--- config.mk ---
export PLATFORM = sky130hd
export DESIGN_NAME = gpio_bank
export DESIGN_NICKNAME = d
export VERILOG_FILES = /design/src/rtl/gpio_bank_pkg.sv /design/src/rtl/gpio_alias_reg.sv /design/src/rtl/gpio_sync.sv /design/src/rtl/gpio_bank.sv
export SDC_FILE = /design/constraint.sdc
export NUM_CORES = 1
export LEC_CHECK = 0
export CAP_MARGIN = 40
export CORE_UTILIZATION = 35
export DETAILED_ROUTE_END_ITERATION = 16
export PLACE_DENSITY = 0.53
export SETUP_SLACK_MARGIN = 0.5
export SYNTH_ARGS = -nofsm -noshare
export SYNTH_HDL_FRONTEND = slang
export SYNTH_SLANG_ARGS = --single-unit
--- constraint.sdc ---
create_clock -name clk -period 2.4 [get_ports clk]
set_input_delay 0.36 -clock clk [delete_from_list [all_inputs] [get_ports clk]]
set_output_delay 0.36 -clock clk [all_outputs]
set_load 0.01 [all_outputs]
--- src/rtl/gpio_bank_pkg.sv ---
package gpio_bank_pkg;

    typedef enum logic [1:0] {
        OP_WRITE  = 2'd0,
        OP_SET    = 2'd1,
        OP_CLEAR  = 2'd2,
        OP_TOGGLE = 2'd3
    } alias_op_e;

    localparam int unsigned BUS_W     = 32;
    localparam int unsigned ADDR_W    = 8;
    localparam int unsigned IDX_OE    = 0;
    localparam int unsigned IDX_DOUT  = 1;
    localparam int unsigned IDX_DIN   = 2;
    localparam int unsigned IDX_FSEL0 = 3;
    localparam logic [1:0]  FUNC_GPIO = 2'd3;

    typedef struct packed {
        logic [BUS_W-1:0] rdata;
    } rd_state_t;

endpackage

--- src/rtl/gpio_alias_reg.sv ---
module gpio_alias_reg
    import gpio_bank_pkg::*;
#(
    parameter int unsigned    WIDTH     = 32,
    parameter logic [WIDTH-1:0] RESET_VAL = '0
) (
    input  logic             clk,
    input  logic             rst_n,
    input  logic             wr_en,
    input  alias_op_e        op,
    input  logic [WIDTH-1:0] wdata,
    output logic [WIDTH-1:0] value
);

    logic [WIDTH-1:0] value_d, value_q;

    always_comb begin
        value_d = value_q;
        if (wr_en) begin
            unique case (op)
                OP_WRITE:  value_d = wdata;
                OP_SET:    value_d = value_q | wdata;
                OP_CLEAR:  value_d = value_q & ~wdata;
                OP_TOGGLE: value_d = value_q ^ wdata;
                default:   value_d = value_q;
            endcase
        end
    end

    always_ff @(posedge clk or negedge rst_n) begin
        if (!rst_n) value_q <= RESET_VAL;
        else        value_q <= value_d;
    end

    assign value = value_q;

endmodule

--- src/rtl/gpio_sync.sv ---
module gpio_sync #(
    parameter int unsigned WIDTH  = 32,
    parameter int unsigned STAGES = 2
) (
    input  logic             clk,
    input  logic             rst_n,
    input  logic [WIDTH-1:0] async_in,
    output logic [WIDTH-1:0] sync_out
);

    logic [WIDTH-1:0] stage_d [STAGES];
    logic [WIDTH-1:0] stage_q [STAGES];

    always_comb begin
        stage_d[0] = async_in;
        for (int s = 1; s < STAGES; s++) begin
            stage_d[s] = stage_q[s-1];
        end
    end

    generate
        for (genvar s = 0; s < STAGES; s++) begin : g_stage
            always_ff @(posedge clk or negedge rst_n) begin
                if (!rst_n) stage_q[s] <= '0;
                else        stage_q[s] <= stage_d[s];
            end
        end
    endgenerate

    assign sync_out = stage_q[STAGES-1];

endmodule

--- src/rtl/gpio_bank.sv ---
module gpio_bank
    import gpio_bank_pkg::*;
#(
    parameter int unsigned PIN_COUNT   = 21,
    parameter int unsigned SYNC_STAGES = 2
) (
    input  logic                 clk,
    input  logic                 rst_n,
    input  logic [ADDR_W-1:0]    bus_addr,
    input  logic                 bus_we,
    input  logic [BUS_W-1:0]     bus_wdata,
    output logic [BUS_W-1:0]     bus_rdata,
    input  logic [PIN_COUNT-1:0] pin_in,
    output logic [PIN_COUNT-1:0] pin_oe,
    output logic [PIN_COUNT-1:0] pin_out
);

    localparam int unsigned FSEL_BITS  = 2 * PIN_COUNT;
    localparam int unsigned FSEL_WORDS = (FSEL_BITS + BUS_W - 1) / BUS_W;

    logic [3:0]           reg_idx;
    alias_op_e            acc_op;
    logic                 unused_addr_bits;
    logic [PIN_COUNT-1:0] oe_val, dout_val, din_val, gpio_en;
    logic [FSEL_BITS-1:0] fsel_flat;
    logic [BUS_W-1:0]     fsel_word [FSEL_WORDS];
    rd_state_t            st_d, st_q;

    assign reg_idx          = bus_addr[7:4];
    assign acc_op           = alias_op_e'(bus_addr[3:2]);
    assign unused_addr_bits = ^bus_addr[1:0];

    gpio_alias_reg #(.WIDTH(PIN_COUNT), .RESET_VAL('0)) u_oe (
        .clk   (clk),
        .rst_n (rst_n),
        .wr_en (bus_we && (reg_idx == 4'(IDX_OE))),
        .op    (acc_op),
        .wdata (bus_wdata[PIN_COUNT-1:0]),
        .value (oe_val)
    );

    gpio_alias_reg #(.WIDTH(PIN_COUNT), .RESET_VAL('0)) u_dout (
        .clk   (clk),
        .rst_n (rst_n),
        .wr_en (bus_we && (reg_idx == 4'(IDX_DOUT))),
        .op    (acc_op),
        .wdata (bus_wdata[PIN_COUNT-1:0]),
        .value (dout_val)
    );

    generate
        for (genvar w = 0; w < FSEL_WORDS; w++) begin : g_fsel
            localparam int unsigned LO = BUS_W * w;
            localparam int unsigned WW = ((FSEL_BITS - LO) > BUS_W) ? BUS_W : (FSEL_BITS - LO);
            logic [WW-1:0] word_val;

            gpio_alias_reg #(.WIDTH(WW), .RESET_VAL('1)) u_word (
                .clk   (clk),
                .rst_n (rst_n),
                .wr_en (bus_we && (reg_idx == 4'(IDX_FSEL0 + w))),
                .op    (acc_op),
                .wdata (bus_wdata[WW-1:0]),
                .value (word_val)
            );

            assign fsel_flat[LO +: WW] = word_val;
            assign fsel_word[w]        = BUS_W'(word_val);
        end

        for (genvar p = 0; p < PIN_COUNT; p++) begin : g_pin
            assign gpio_en[p] = (fsel_flat[2*p +: 2] == FUNC_GPIO);
        end
    endgenerate

    gpio_sync #(.WIDTH(PIN_COUNT), .STAGES(SYNC_STAGES)) u_sync (
        .clk      (clk),
        .rst_n    (rst_n),
        .async_in (pin_in),
        .sync_out (din_val)
    );

    assign pin_oe  = oe_val & gpio_en;
    assign pin_out = dout_val & gpio_en;

    always_comb begin
        st_d       = st_q;
        st_d.rdata = '0;
        if (reg_idx == 4'(IDX_OE))        st_d.rdata = BUS_W'(oe_val);
        else if (reg_idx == 4'(IDX_DOUT)) st_d.rdata = BUS_W'(dout_val);
        else if (reg_idx == 4'(IDX_DIN))  st_d.rdata = BUS_W'(din_val);
        else begin
            for (int w = 0; w < FSEL_WORDS; w++) begin
                if (reg_idx == 4'(IDX_FSEL0 + w)) st_d.rdata = fsel_word[w];
            end
        end
    end

    always_ff @(posedge clk or negedge rst_n) begin
        if (!rst_n) st_q <= '0;
        else        st_q <= st_d;
    end

    assign bus_rdata = st_q.rdata;

endmodule

==> results.ini, run 1 <==
[finish]
layout_common_cells = inv_1 (187), ha_1 (166), dfrtp_1 (116)
postLayoutCellArea_sq_um = 14000
finalNonFillerCells = 1485
diodes = 0
finalNetCount = 1308
final_common_cell = inv_1
layout-drive-gt1-share_pct = 37.3
syn_to_final_growth_pct = 25.9
n_fill_cell = 2840

[yosys]
syn_area_sq_um = 11100
synth_edf_count = 0
syn-num-nets = 1134
synth_area_per_cell_sq_um = 12.3
synth.yosys.seq_area_share_pct = 36.0
syn_inst = 902
synthFlopType = dfrtp_1
synthDistinctLibCells = 36
yosysWarnings = 0
ys_seq_elements = 158
synth-async-reset-ratio_pct = 100

[timing]
holdWs_ns = 0.346
finalHoldViolCount = 0
drv_slew = 0
min_period_ns = 1.94
fin_worst_skew_ns = 0.0107
rsz0062_at_grt = true
slew_headroom_pct = 59.5
setup_viol = 0
tns_ns = 0
fin_ws_ns = 0.463
worst_slew_pin_slew_ns = 0.607
max_freq_mhz = 516
post-route-period-util_pct = 80.7

[route]
dr.pass1.iters = 4
vias_per_cell = 4.90
ant_nets = 0
drc = 0
drt-wirelength-per-cell_um = 18.6
drtIter0Drc = 284
num_vias = 7271
drt_wl_total_um = 27700

[setup_path]
cp-end-kind = primary output
ff2ff_path_depth = 5
crit_fanout = 3
r2r_slack_ns = 0.49
cp-start-kind = flip-flop
critPathKind = reg -> out
endpoint = pin_oe[6]
path_delay_family = flip-flops
path_depth = 3
slowest_stage = dfstp_2
arrival_ns = 1.58
startpoint = g_fsel[0].u_word.value[12]
reg2reg_from = g_fsel[0].u_word.value[16]
worstPathCellList = clkinvlp_4 -> nor3_4 -> buf_2
r2r_end = g_fsel[0].u_word.value[16]
worstPathRequired_ns = 2.04
critPathBufInv = 2
max_stage_delay_ns = 0.56

[floorplanning]
fp-row-count = 64
die_x_um = 180
fp.coreArea_sq_um = 30900
ios = 138
die_h_um = 180
die_area_sq_um = 32500
start_util_pct = 36.0

[place]
dp.cells = 1440
place_congestion = 0.752
placed_area_sq_um = 13200
place_ws_ns = 0.0871
portBuffers = 135
dp_hpwl_um = 19600

[global_routing]
grt_max_degree = 57
grt_use_met3_pct = 2.83
grt_pass1_vias = 7643
grt_pass1_wl_um = 43800
busiest_layer = met2
global_route.usage.met1_pct = 23.2
gr-usage-all-layers_pct = 17.8
grtUsageMet2_pct = 30.5
antenna_found_initial = 0
gr-total-overflow = 0

[hold_path]
hold_path.class = reg -> reg
holdCritStartpoint = u_sync.stage_d[3]

[power]
internal_power_mw = 6.98
seq_power_share_pct = 37.8
p_sw_share_pct = 33.8
peakVddDrop_uv = 523
pwr-share-comb_pct = 34.5
pwr_density_cell_nw_per_um2 = 751
p_leak_nw = 6.60
switchingPower_mw = 3.55
p_clk_share_pct = 27.7

[cts]
root_buffer = clkbuf_16
h-tree-depth = 4
clkTransAtPathRegs_ns = 0.07
cts.path.max_buffers = 2
clk_latency_ns = 0.44
clock-sinks = 158
numCtsBuffers = 17
tritoncts = built

[outcome]
status = completed

[flow_run]
cap_violations = 0

-- sequential cells by signal, summed over array words and instances (netlist names) --
signal and count:
g_fsel.u_word.value 42, u_sync.sync_out 21, u_sync.stage_d 21, u_dout.value 21
bus_rdata 32, u_oe.value 21
-- how the worst min path moves through the flow --
stage	endpoint	slack [ns]	cells after the start
finish	u_sync.sync_out[3]	0.35	0
floorplan	bus_rdata[0]	0.06	0
global route	u_sync.stage_d[15]	0.34	1
detailed placement	u_sync.sync_out[19]	0.33	0
global placement	u_sync.sync_out[10]	0.33	0
CTS	u_sync.stage_d[10]	0.34	1
-- cells by family (layout without fill, tap and decap cells) --
kind of cell,count (synthesis),in the layout,share of synthesized area (%)
multiplexers,188,188,28.0
buffers and inverters,243,430,9.18
AND/OR/NAND/NOR,98,98,4.84
flip-flops,158,158,36.0
AO/OA/AOI/OAI,47,47,3.15
adder cells (fa/ha/maj),168,168,18.9
-- cell usage after synthesis (2+ instances only) --
| master | count | area, sq um |
|---|---|---|
| o21a_1 | 9 | 67.6 |
| nand2b_1 | 10 | 62.6 |
| dfstp_2 | 42 | 1100 |
| a22oi_1 | 9 | 67.6 |
| buf_6 | 9 | 101 |
| and2_1 | 14 | 87.6 |
| buf_4 | 4 | 30.0 |
| dfrtp_1 | 116 | 2900 |
| o32ai_1 | 9 | 78.8 |
| nor2b_1 | 3 | 18.8 |
| mux2_2 | 74 | 833 |
| nor3_1 | 42 | 210 |
| and3_1 | 2 | 12.5 |
| o22a_1 | 8 | 70.1 |
| a21oi_1 | 9 | 45.0 |
| clkbuf_1 | 8 | 30.0 |
| mux2i_1 | 17 | 170 |
| mux2_4 | 10 | 150 |
| buf_2 | 22 | 110 |
| mux4_2 | 86 | 1940 |
| ha_1 | 168 | 2100 |
| inv_1 | 200 | 751 |
| nor2_1 | 18 | 67.6 |
-- through the flow --
stage | util [%] | total power, mW
2_1_floorplan | - | 6.15
3_3_place_gp | 42.8 | 7.26
3_5_place_dp | 42.8 | 7.41
4_1_cts | 45.3 | 10.6
5_1_grt | 45.4 | 11.3
6_report | 45.4 | 10.5
-- layout make-up --
cell class | instances | area, sq um | area share (%)
multi-input combinational | 501 | 6370 | 45.4
clock inverter | 14 | 180 | 1.28
timing repair buffer | 198 | 1780 | 12.7
inverter | 200 | 762 | 5.43
sequential | 158 | 4010 | 28.6
clock buffer | 18 | 429 | 3.06
tap | 396 | 495 | 3.53
-- power by group through the flow --
stage | Combinational, mW | Sequential, mW | Clock, mW
5_1_grt | 4.10 | 4.08 | 3.09
2_1_floorplan | 2.29 | 3.87 | 0
3_5_place_dp | 3.37 | 4.03 | 0
6_report | 3.64 | 3.98 | 2.92
3_3_place_gp | 3.24 | 4.02 | 0
4_1_cts | 3.58 | 4.00 | 3.00
-- what timing repair did --
item,4_1_cts,5_1_grt
gates resized for setup,196,27
buffers inserted,5,7
endpoints found under the hold margin,36,0
setup endpoints to repair,42,28
hold buffers,1,0
pin swaps,21,11
-- layer usage --
layer  vias to the layer above  part of all wire (%)
met5                         -                     0
met4                         0                   1.3
met3                        17                   2.5
met2                        97                    50
met1                      3716                    46
li1                       3441                     -
Power figures use the tool's default switching activity.
==> inputs of run 2 (changes only) <==
- clock period: 2.4 -> 1.8 ns (I/O delays scaled with it)
==> run 2 against run 1 <==
  * Core utilization up 9.6 points
  * Combinational power grew 120%
  * Global-route usage grew 2.8 points
  * Sequential cell count is the same
  * First-iteration DRC count is 18% higher
  * Sequential power increased by 34%
  * Non-clock buffer count rose by 154
  * Clock skew decreased by 0.0018 ns
  * Die area is the same
  * Largest power group is now combinational logic
==> results.ini, run 2 (synthesis gave the netlist of run 1 again) <==
[finish]
syn_to_final_growth_pct = 52.6
finalNetCount = 1462
n_fill_cell = 2593
layout_common_cells = buf_4 (163), dfrtp_1 (115), inv_1 (95)
diodes = 0
final_common_cell = buf_4
layout-drive-gt1-share_pct = 64.1
largest_reg_flops = 42

[timing]
max_freq_mhz = 574
drv_slew = 0
slew_headroom_pct = 71.4
tns_ns = 0
finalHoldViolCount = 0
fin_worst_skew_ns = 0.00889
min_period_ns = 1.74
setup_viol = 0
worst_slew_pin_slew_ns = 0.428
holdWs_ns = 0.259
post-route-period-util_pct = 96.8
rsz0062_at_grt = true

[floorplanning]
fp-row-count = 64
start_util_pct = 36.0
die_area_sq_um = 32500
fp.coreArea_sq_um = 30900
die_x_um = 180
ios = 138
die_h_um = 180

[setup_path]
cp-start-kind = flip-flop
cp-end-kind = flip-flop
critPathKind = reg -> reg
arrival_ns = 2.12
worstPathCellList = inv_4 -> buf_6 -> ha_4 -> mux4_2 -> mux2_4
slowest_stage = dfstp_2
worstPathRequired_ns = 2.18
r2r_slack_ns = 0.06
max_stage_delay_ns = 0.56
crit_fanout = 3

[flow_run]
cap_violations = 0

[route]
drt_wl_total_um = 31900
vias_per_cell = 4.95
drt-wirelength-per-cell_um = 19.4
drc = 0
drtIter0Drc = 334
ant_nets = 0
num_vias = 8114
dr.pass1.iters = 4

[global_routing]
grt_max_degree = 52
gr-total-overflow = 0
grt_pass1_wl_um = 51100
antenna_found_initial = 1
gr-usage-all-layers_pct = 20.7
grt_pass1_vias = 8705

[cts]
h-tree-depth = 4
clock-sinks = 158
root_buffer = clkbuf_16
cts.path.max_buffers = 2
numCtsBuffers = 17
clk_latency_ns = 0.45
clkTransAtPathRegs_ns = 0.07
tritoncts = built

[place]
place_congestion = 0.774
portBuffers = 135
dp_hpwl_um = 21900

[power]
peakVddDrop_uv = 804
p_leak_nw = 7.77
pwr_density_cell_nw_per_um2 = 1030

[outcome]
status = completed

[hold_path]
hold_path.class = in -> reg

-- run 2: changes by cell type in the layout (fill, tap and decap cells not counted), sizes merged --
cell,previous run,this run
clkinvlp,5,22
bufinv,3,5
buf,100,295
clkdlybuf4s15,4,3
inv,203,181
dlygate4sd2,0,19
clkdlybuf4s50,89,33
-- run 2: final timing paths --
path | to | startpoint | cells after the start
setup / recovery | g_fsel[1].u_word.value[3] | g_fsel[1].u_word.value[3] | 5
hold / removal | u_sync.stage_d[2] | pin_in[2] | 1
setup reg to reg | g_fsel[1].u_word.value[3] | g_fsel[1].u_word.value[3] | 5
hold reg to reg | u_sync.sync_out[17] | u_sync.stage_d[17] | 0
max in group asynchronous | g_fsel[1].u_word.value[0] | rst_n | 3
min in group asynchronous | u_sync.stage_d[13] | rst_n | 2
-- run 2: final cells by class --
class	instances	area (sq um)	area share, %
multi-input cells	501	7800	45.9
flip-flops and latches	158	4010	23.6
repair buffers	352	3080	18.1
inverters	200	940	5.53
well taps	396	495	2.92
clock buffers	21	470	2.77
clock inverters	11	204	1.20
-- run 2: what timing repair did --
action                     in CTS  in global routing
hold endpoints to repair       28                  0
buffers inserted               88                  9
pin swaps                      60                 27
setup endpoints to repair     190                139
resized for setup             523                 31
hold buffers                    1                  0
cloned                          1                  0
-- run 2: report_power, final --
part	internal (mW)	leakage (nW)	switching (mW)
clock network	2.59	0.326	1.61
logic	4.38	5.56	3.64
registers	4.58	1.89	0.748
-- run 2: per-stage QoR --
stage	util, %	power (mW)	cells	setup slack [ns]	instance area (sq um)
4_1_cts	54.4	17.4	1630	0.0342	16800
2_1_floorplan	-	8.94	902	0.226	12200
6_report	55.0	17.6	1639	0.0582	17000
5_1_grt	55.0	18.8	1639	0.00686	17000
3_5_place_dp	48.3	11.2	1508	-0.472	14900
3_3_place_gp	48.3	11.0	1508	-0.476	14900
-- run 2: routing by layer --
| metal | GRT usage (%) | wire length [um] | vias up |
|---|---|---|---|
| met4 | 5.33 | 453 | 2 |
| met1 | 27.7 | 14800 | 4180 |
| met2 | 34.5 | 15600 | 135 |
| met5 | 0 | 8 | - |
| li1 | - | - | 3764 |
| met3 | 3.56 | 945 | 33 |
-- run 2: worst max-delay path, delay by kind of cell, from the launching register on --
kind       cells  cell delay [ns]
fa+ha+maj      1             0.19
buf+inv        2             0.19
mux            2             0.74
flops          1             0.56
